===== src/rtl/irq_pkg.sv =====
package irq_pkg;
    localparam int NSRC = 6;
    localparam int IDXW = $clog2(NSRC);
    localparam int VECW = 16;
    localparam int NLVL = 2;

    typedef enum logic [1:0] {
        LV_IDLE = 2'd0,
        LV_LOW  = 2'd1,
        LV_HIGH = 2'd2,
        LV_BOTH = 2'd3
    } lvl_state_t;

    // Vectors are spaced 8 bytes apart; the last source sits at a fixed far slot.
    function automatic logic [VECW-1:0] vec_of(input int idx);
        if (idx == NSRC - 1) return VECW'(16'h0053);
        return VECW'(3 + 8 * idx);
    endfunction
endpackage


===== src/rtl/irq_pick.sv =====
module irq_pick #(
    parameter int N = 6,
    parameter int W = 3
) (
    input  logic [N-1:0] mask_i,
    output logic         found_o,
    output logic [W-1:0] idx_o
);
    always_comb begin
        found_o = 1'b0;
        idx_o   = '0;
        for (int i = N - 1; i >= 0; i--) begin
            if (mask_i[i]) begin
                found_o = 1'b1;
                idx_o   = W'(i);
            end
        end
    end
endmodule


===== src/rtl/irq_lvl_fsm.sv =====
module irq_lvl_fsm
    import irq_pkg::*;
(
    input  logic       clk,
    input  logic       rst_n,
    input  logic       glb_en_i,
    input  logic       hi_pend_i,
    input  logic       lo_pend_i,
    input  logic       reti_i,
    output logic       take_hi_o,
    output logic       take_lo_o,
    output lvl_state_t state_o
);
    lvl_state_t st_q, st_d;

    always_ff @(posedge clk or negedge rst_n) begin
        if (!rst_n) st_q <= LV_IDLE;
        else        st_q <= st_d;
    end

    always_comb begin
        take_hi_o = 1'b0;
        take_lo_o = 1'b0;
        st_d      = st_q;
        unique case (st_q)
            LV_IDLE: begin
                if (!reti_i && glb_en_i && hi_pend_i) begin
                    take_hi_o = 1'b1;
                    st_d      = LV_HIGH;
                end else if (!reti_i && glb_en_i && lo_pend_i) begin
                    take_lo_o = 1'b1;
                    st_d      = LV_LOW;
                end
            end
            LV_LOW: begin
                if (reti_i) begin
                    st_d = LV_IDLE;
                end else if (glb_en_i && hi_pend_i) begin
                    take_hi_o = 1'b1;
                    st_d      = LV_BOTH;
                end
            end
            LV_HIGH: if (reti_i) st_d = LV_IDLE;
            LV_BOTH: if (reti_i) st_d = LV_LOW;
        endcase
    end

    assign state_o = st_q;


    pop_both_chk: assert property (@(posedge clk) disable iff (!rst_n)
        (st_q == LV_BOTH && reti_i) |=> st_q == LV_LOW);

    preempt_chk: assert property (@(posedge clk) disable iff (!rst_n)
        (st_q == LV_LOW && !reti_i && glb_en_i && hi_pend_i) |=> st_q == LV_BOTH);
endmodule


===== src/rtl/irq_nest_ctrl.sv =====
module irq_nest_ctrl
    import irq_pkg::*;
(
    input  logic            clk,
    input  logic            rst_n,
    input  logic [NSRC-1:0] req_i,
    input  logic [NSRC-1:0] src_en_i,
    input  logic [NSRC-1:0] prio_i,
    input  logic            glb_en_i,
    input  logic            reti_i,
    output logic            grant_o,
    output logic [NSRC-1:0] ack_o,
    output logic [VECW-1:0] vector_o
);
    logic [NSRC-1:0] live;
    logic [NSRC-1:0] lvl_mask [NLVL];
    logic [NLVL-1:0] lvl_found;
    logic [IDXW-1:0] lvl_idx  [NLVL];
    logic            take_hi, take_lo;
    lvl_state_t      state;
    logic [IDXW-1:0] sel_idx;

    assign live        = req_i & src_en_i;
    assign lvl_mask[0] = live & ~prio_i;
    assign lvl_mask[1] = live & prio_i;

    for (genvar l = 0; l < NLVL; l++) begin : g_lvl
        irq_pick #(.N(NSRC), .W(IDXW)) u_pick (
            .mask_i (lvl_mask[l]),
            .found_o(lvl_found[l]),
            .idx_o  (lvl_idx[l])
        );
    end

    irq_lvl_fsm u_fsm (
        .clk      (clk),
        .rst_n    (rst_n),
        .glb_en_i (glb_en_i),
        .hi_pend_i(lvl_found[1]),
        .lo_pend_i(lvl_found[0]),
        .reti_i   (reti_i),
        .take_hi_o(take_hi),
        .take_lo_o(take_lo),
        .state_o  (state)
    );

    assign sel_idx = take_hi ? lvl_idx[1] : lvl_idx[0];

    always_ff @(posedge clk or negedge rst_n) begin
        if (!rst_n) begin
            grant_o  <= 1'b0;
            ack_o    <= '0;
            vector_o <= '0;
        end else if (take_hi || take_lo) begin
            grant_o  <= 1'b1;
            ack_o    <= NSRC'(1) << sel_idx;
            vector_o <= vec_of(int'(sel_idx));
        end else begin
            grant_o  <= 1'b0;
            ack_o    <= '0;
            vector_o <= '0;
        end
    end


    ack_onehot_chk: assert property (@(posedge clk) disable iff (!rst_n)
        $onehot0(ack_o) && (grant_o == (|ack_o)));

    gate_chk: assert property (@(posedge clk) disable iff (!rst_n)
        !glb_en_i |=> !grant_o);

    hi_busy_chk: assert property (@(posedge clk) disable iff (!rst_n)
        (state == LV_HIGH || state == LV_BOTH) |=> !grant_o);

    lo_busy_chk: assert property (@(posedge clk) disable iff (!rst_n)
        (state == LV_LOW) |=> (!grant_o || (|(ack_o & $past(prio_i)))));

    reti_quiet_chk: assert property (@(posedge clk) disable iff (!rst_n)
        reti_i |=> !grant_o);
endmodule


===== config.mk =====
export PLATFORM = sky130hd
export DESIGN_NAME = irq_nest_ctrl
export DESIGN_NICKNAME = d
export VERILOG_FILES = /design/src/rtl/irq_pkg.sv /design/src/rtl/irq_pick.sv /design/src/rtl/irq_lvl_fsm.sv /design/src/rtl/irq_nest_ctrl.sv
export SDC_FILE = /design/constraint.sdc
export NUM_CORES = 1
export LEC_CHECK = 0
export BUFFER_PORTS_ARGS = -buffer_cell sky130_fd_sc_hd__buf_4
export CORE_ASPECT_RATIO = 2
export CORE_MARGIN = 4
export CORE_UTILIZATION = 30
export CTS_CLUSTER_SIZE = 14
export DETAILED_ROUTE_END_ITERATION = 8
export HOLD_SLACK_MARGIN = 0.1
export MAX_ROUTING_LAYER = met4
export PLACE_DENSITY = 0.73
export SETUP_SLACK_MARGIN = 0.1
export SLEW_MARGIN = 30
export SYNTH_ARGS = -nofsm -noshare
export SYNTH_HDL_FRONTEND = slang
export SYNTH_SLANG_ARGS = --single-unit

===== constraint.sdc =====
create_clock -name clk -period 1.45 [get_ports clk]
set_clock_uncertainty 0.1 [all_clocks]
set_input_delay 0.29 -clock clk [delete_from_list [all_inputs] [get_ports clk]]
set_output_delay 0.29 -clock clk [all_outputs]
set_load 0.02 [all_outputs]

# --- Word-level counts from Yosys, hierarchy flattened ---
# Cells that the tools add are included.
totals:
  reg_bits: 25
  latchBits: 0
  ram_bits: 0
  romBits: 0
  output_inout_bits: 23
  elab_cells: 72
  memories: 0
classes:
  add_sub_neg: 1
  mul: 0
  div_mod_pow: 0
  magnitude_cmp: 0
  n_eq_ne: 8
  shift: 1
  n_mux: 46
  bitwise: 4
  reduce_logical: 8
ops:
  columns: ["op", "count"]
  rows:
  - ["$mux 16", 3]
  - ["$mux 3", 13]
  - ["$mux 1", 21]
  - ["$and 6x6->6", 3]
  - ["$mux 2", 6]
  - ["$pmux 2 s4", 1]
  - ["$add 2x6->7 const A", 1]
  - ["$mux 6", 1]
  - ["$not 6->6", 1]
  - ["$shl 1x3->6 const A", 1]
  - ["$eq 2x2->1 const B", 2]
  - ["$logic_and 1x1->1", 4]
  - ["$ne 2x2->1 const B", 2]
  - ["$reduce_and 4->1", 1]
  - ["$eq 3x3->1 const B", 1]
  - ["$ne 3x1->1 const B", 1]
  - ["$ne 3x2->1 const B", 1]
  - ["$eq 2x1->1 const B", 1]
  - ["$logic_not 2->1", 1]
  - ["$pmux 1 s2", 1]
  - ["$logic_not 1->1", 1]
  - ["$logic_or 1x1->1", 1]

# --- Longest topological paths before layout ---
logic_depth:
  ltp_word: 18
  depth_mapped: 6

# --- Cells and area by module ---
# From an unflattened synthesis, not the netlist that was laid out.
hier_totals:
  cells_unflattened: 102
  hier_area_um2: 849.6
modules_own_cells:
  columns: ["module", "n_inst", "cells_each", "area_per_inst_um2", "seq_area_each_um2"]
  rows:
  - ["irq_nest_ctrl", 1, 71, 621.8, 250.2]
  - ["irq_pick", 2, 10, 57.6, 0.0]
  - ["irq_lvl_fsm", 1, 11, 112.6, 50.0]

# --- Worst setup path before layout ---
# No wires, ideal clock.
synth_path:
  path_kind: "in2reg"
  from: "input req_i[4]"
  to: "register ack_o[2]"
  setup_time_ps: 120
  t_arrival_ps: 1513
  slack_ps: -282
  path_stages: 6
  n_path_buf: 0
  path_cell_list: "and3_4 -> nand2b_4 -> o31ai_4 -> mux2i_1 -> o211ai_2 -> and3_1"
synth_via:
  elab_chain_len: 14
synth_rtl:
  columns: ["element", "line", "source"]
  rows:
  - ["start, declared", "irq_nest_ctrl.sv:6", "input logic [NSRC-1:0] req_i,"]
  - ["$and 6x6->6 (*)", "irq_nest_ctrl.sv:23", "assign live = req_i & src_en_i;"]
  - ["$and 6x6->6", "irq_nest_ctrl.sv:25", "assign lvl_mask[1] = live & prio_i;"]
  - ["$mux 1 (5 in a row)", "irq_pick.sv:13", "if (mask_i[i]) begin"]
  - ["$logic_and 1x1->1", "irq_lvl_fsm.sv:38", "end else if (glb_en_i && hi_pend_i) begin"]
  - ["$mux 1", "irq_lvl_fsm.sv:38", null]
  - ["$mux 1", "irq_lvl_fsm.sv:36", "if (reti_i) begin"]
  - ["$pmux 1 s2", "irq_lvl_fsm.sv:25", "unique case (st_q)"]
  - ["$mux 3", "irq_nest_ctrl.sv:47", "assign sel_idx = take_hi ? lvl_idx[1] : lvl_idx[0];"]
  - ["$shl 1x3->6", "irq_nest_ctrl.sv:56", "ack_o <= NSRC'(1) << sel_idx;"]
  - ["$mux 6 (*)", "irq_nest_ctrl.sv:54", "end else if (take_hi || take_lo) begin"]
  - ["end signal, assigned", "irq_nest_ctrl.sv:56", null]
  - ["end, declared", "irq_nest_ctrl.sv:12", "output logic [NSRC-1:0] ack_o,"]
# Every way passes the cells marked *; elsewhere a longest branch is shown, timed or not.
# A chain may end at the register's enable or synchronous reset.

# --- Worst setup path in the final report ---
layout_path:
  from: "register u_fsm.st_q[1], in the netlist u_fsm.state_o[1]"
  to: "register ack_o[2]"
layout_via:
  elab_chain_len: 5
layout_rtl:
  columns: ["element", "line", "source"]
  rows:
  - ["start, declared", "irq_lvl_fsm.sv:14", "lvl_state_t st_q, st_d;"]
  - ["start signal, assigned", "irq_lvl_fsm.sv:18", "else st_q <= st_d;"]
  - ["$eq 2x1->1 / $logic_not 2->1 (equally long branches)", "irq_lvl_fsm.sv:25", null]
  - ["$pmux 1 s2", "irq_lvl_fsm.sv:25", null]
  - ["$mux 3", "irq_nest_ctrl.sv:47", null]
  - ["$shl 1x3->6", "irq_nest_ctrl.sv:56", null]
  - ["$mux 6 (*)", "irq_nest_ctrl.sv:54", null]
# Marked as above.

==> flow_metrics.tcl <==
set metrics [dict create \
    max_stage_delay_ns 0.40 \
    cp.buffers_inverters 0 \
    layout_commonest_cell "buf_4" \
    final_design_area_no_fill_mm2 0.00133 \
    pre_cts_slack_ns -0.357 \
    synthFlopType "dfrtp_1" \
    ir_drop_uv 300 \
    antenna_found_initial 0 \
    coreArea_mm2 0.00244 \
    synth_edf_count 0 \
    async_reset_ff_share_pct 100 \
    violations "negative setup slack" \
    critical_path.top_delay_family "simple AND/OR/NAND/NOR gates" \
    crit_arrival_ns 1.62 \
    layout_common_cells "37 x buf_4, 12 x dfrtp_1, 12 x buf_6" \
    outcome "finished, violations left" \
    path_depth 5 \
    grt_max_degree 13 \
    pin_count 45 \
    final_core_util_pct 54.4 \
    antennaDiodeCount 0 \
    avgViaCountPerCell 4.82 \
    cp.required_ns 1.47 \
    ys_warn_count 0 \
    portBuffers 34 \
    fin_cells 159 \
    syn_avg_cell_area_um2 9.41 \
    fp.dieW_um 44.1 \
    wl_per_cell_um 12.0 \
    clock_sinks 12 \
    crit_end "ack_o[2]" \
    reg2reg_depth 5 \
    final_nets 156 \
    tns_ns -0.982 \
    path_class "reg2reg" \
    drt_iter0_drc 7 \
    gr-total-overflow 0 \
    crit_slowest_cell "dfrtp_1" \
    cap_violations 0 \
    ff2ff_setup_slack_ns -0.15 \
    dieArea_mm2 0.00353 \
    timing.fmax_mhz 627 \
    placed_cell_area_mm2 0.00111 \
    reg2reg_from "u_fsm.state_o[1]" \
    area.growth.synth_to_final_pct 69.9 \
    die_h_um 80.1 \
    hold_violations 0 \
    rsz0062_at_grt "true" \
    ant_nets 0 \
    placed_cells 153 \
    firstDrtPassIters 4 \
    cts.path.max_buffers 2 \
    crit_fanout 9 \
    cts.clk_slew.worst_paths_ns 0.05 \
    p_per_area_mw_per_mm2 757 \
    slew_viol_final 0 \
    endpoint_kind "flip-flop" \
    hp-class "in2reg" \
    post-route-drc-count 0 \
    synth_area_um2 781 \
    gp_congestion 0.848 \
    p_leak_uw 0.000642 \
    start_util_pct 32.0 \
    drt-total-wl_um 1910 \
    grt_pass1_wl_um 2910 \
    num-fill-cells 218 \
    crit_chain "nor3b_4 > o31ai_4 > mux2i_2 > o211ai_4 > and3_1" \
    netlist-cell-type-count 32 \
    setup_ws_ns -0.145 \
    fin_crit_sh_pct 110 \
    crit_start "u_fsm.state_o[1]" \
    cp-start-kind "flip-flop" \
    clk_latency_ns 0.23 \
    drive_above_1_share_pct 56.8 \
    setup_viol 9 \
    ys_ff_latch 12 \
    regToRegEndpoint "ack_o[2]" \
    cts_tree "done" \
    vias 767 \
    h-tree-depth 1 \
    cts_root_buffer "clkbuf_8" \
    hpwl_um 1500 \
    synth_cells 83 \
    synth_seq_area_share_pct 38.5 \
    grt_pass1_vias 789 \
    cts_buffers 3 \
    period_minus_slack_ns 1.60 \
    grt.total_usage_pct 11.3 \
    rows 25 \
]
final cells by class:
cell class | count | area [um2] | area share (%)
clock buffer | 3 | 41.3 | 3.11
tap | 27 | 33.8 | 2.55
inverter | 1 | 3.75 | 0.283
timing repair buffer | 50 | 423 | 31.9
multi-input combinational | 66 | 524 | 39.5
sequential | 12 | 300 | 22.6
power breakdown:
group	internal, uW	switching, uW
clock	182	105
sequential	354	10.4
combinational	179	174
cell families (layout without fill, tap and decap cells):
group / after synthesis / after routing / share of synthesized area [%]
multiplexers: 1 / 1 / 1.28
flip-flops: 12 / 12 / 38.5
buffers and inverters: 14 / 54 / 13.0
other: 1 / 10 / 0.480
AO/OA/AOI/OAI: 18 / 18 / 17.3
AND/OR/NAND/NOR: 37 / 37 / 29.5
worst min path at each step:
| stage | from | endpoint | slack [ns] | cells after the start |
|---|---|---|---|---|
| after floorplan | rst_n | ack_o[0] | -0.11 | 0 |
| after global placement | rst_n | u_fsm.state_o[0] | 0.03 | 1 |
| after detailed placement | rst_n | u_fsm.state_o[1] | 0.03 | 1 |
| after CTS | reti_i | u_fsm.state_o[1] | 0.14 | 2 |
| after global routing | reti_i | u_fsm.state_o[1] | 0.15 | 2 |
| final | reti_i | u_fsm.state_o[1] | 0.15 | 2 |
repair_timing:
item / in CTS / in global routing
endpoints found under the hold margin: 12 / 0
hold buffers: 1 / 0
pin swaps: 1 / 8
resized for setup: 5 / 31
endpoints found under the setup margin: 12 / 11
setup buffers: 1 / 1
stage by stage:
step                      total power (uW)  hold slack, ns
final                                 1000           0.152
after global routing                  1050           0.145
after CTS                              962           0.144
after detailed placement               653          0.0302
after global placement                 646          0.0276
after floorplan                        543          -0.106
sequential cells by signal, indices dropped and copies added, names as in the netlist:
register,cells
ack_o,5
u_fsm.state_o,2
vector_o,5
synthesized netlist by cell type, types with 2 or more instances:
library cell,number,area (um2)
a21oi_1,4,20.0
a31oi_1,2,12.5
and3b_1,2,17.5
buf_4,13,97.6
dfrtp_1,12,300
nand2_1,8,30.0
nand3_1,5,25.0
nand3b_1,2,15.0
nor2_1,7,26.3
nor2b_1,4,25.0
o21ai_0,3,15.0
layer usage:
metal | vias to the layer above | global-route usage (%) | wire [um] | share of wire (%)
met1 | 351 | 8.86 | 513 | 27
li1 | 366 | - | - | -
met5 | - | - | 0 | 0
met3 | 7 | 2.24 | 205 | 11
met2 | 43 | 20.9 | 1120 | 59
met4 | 0 | 8.76 | 68 | 3.6
Note: power is estimated with default switching activity, not from simulation.
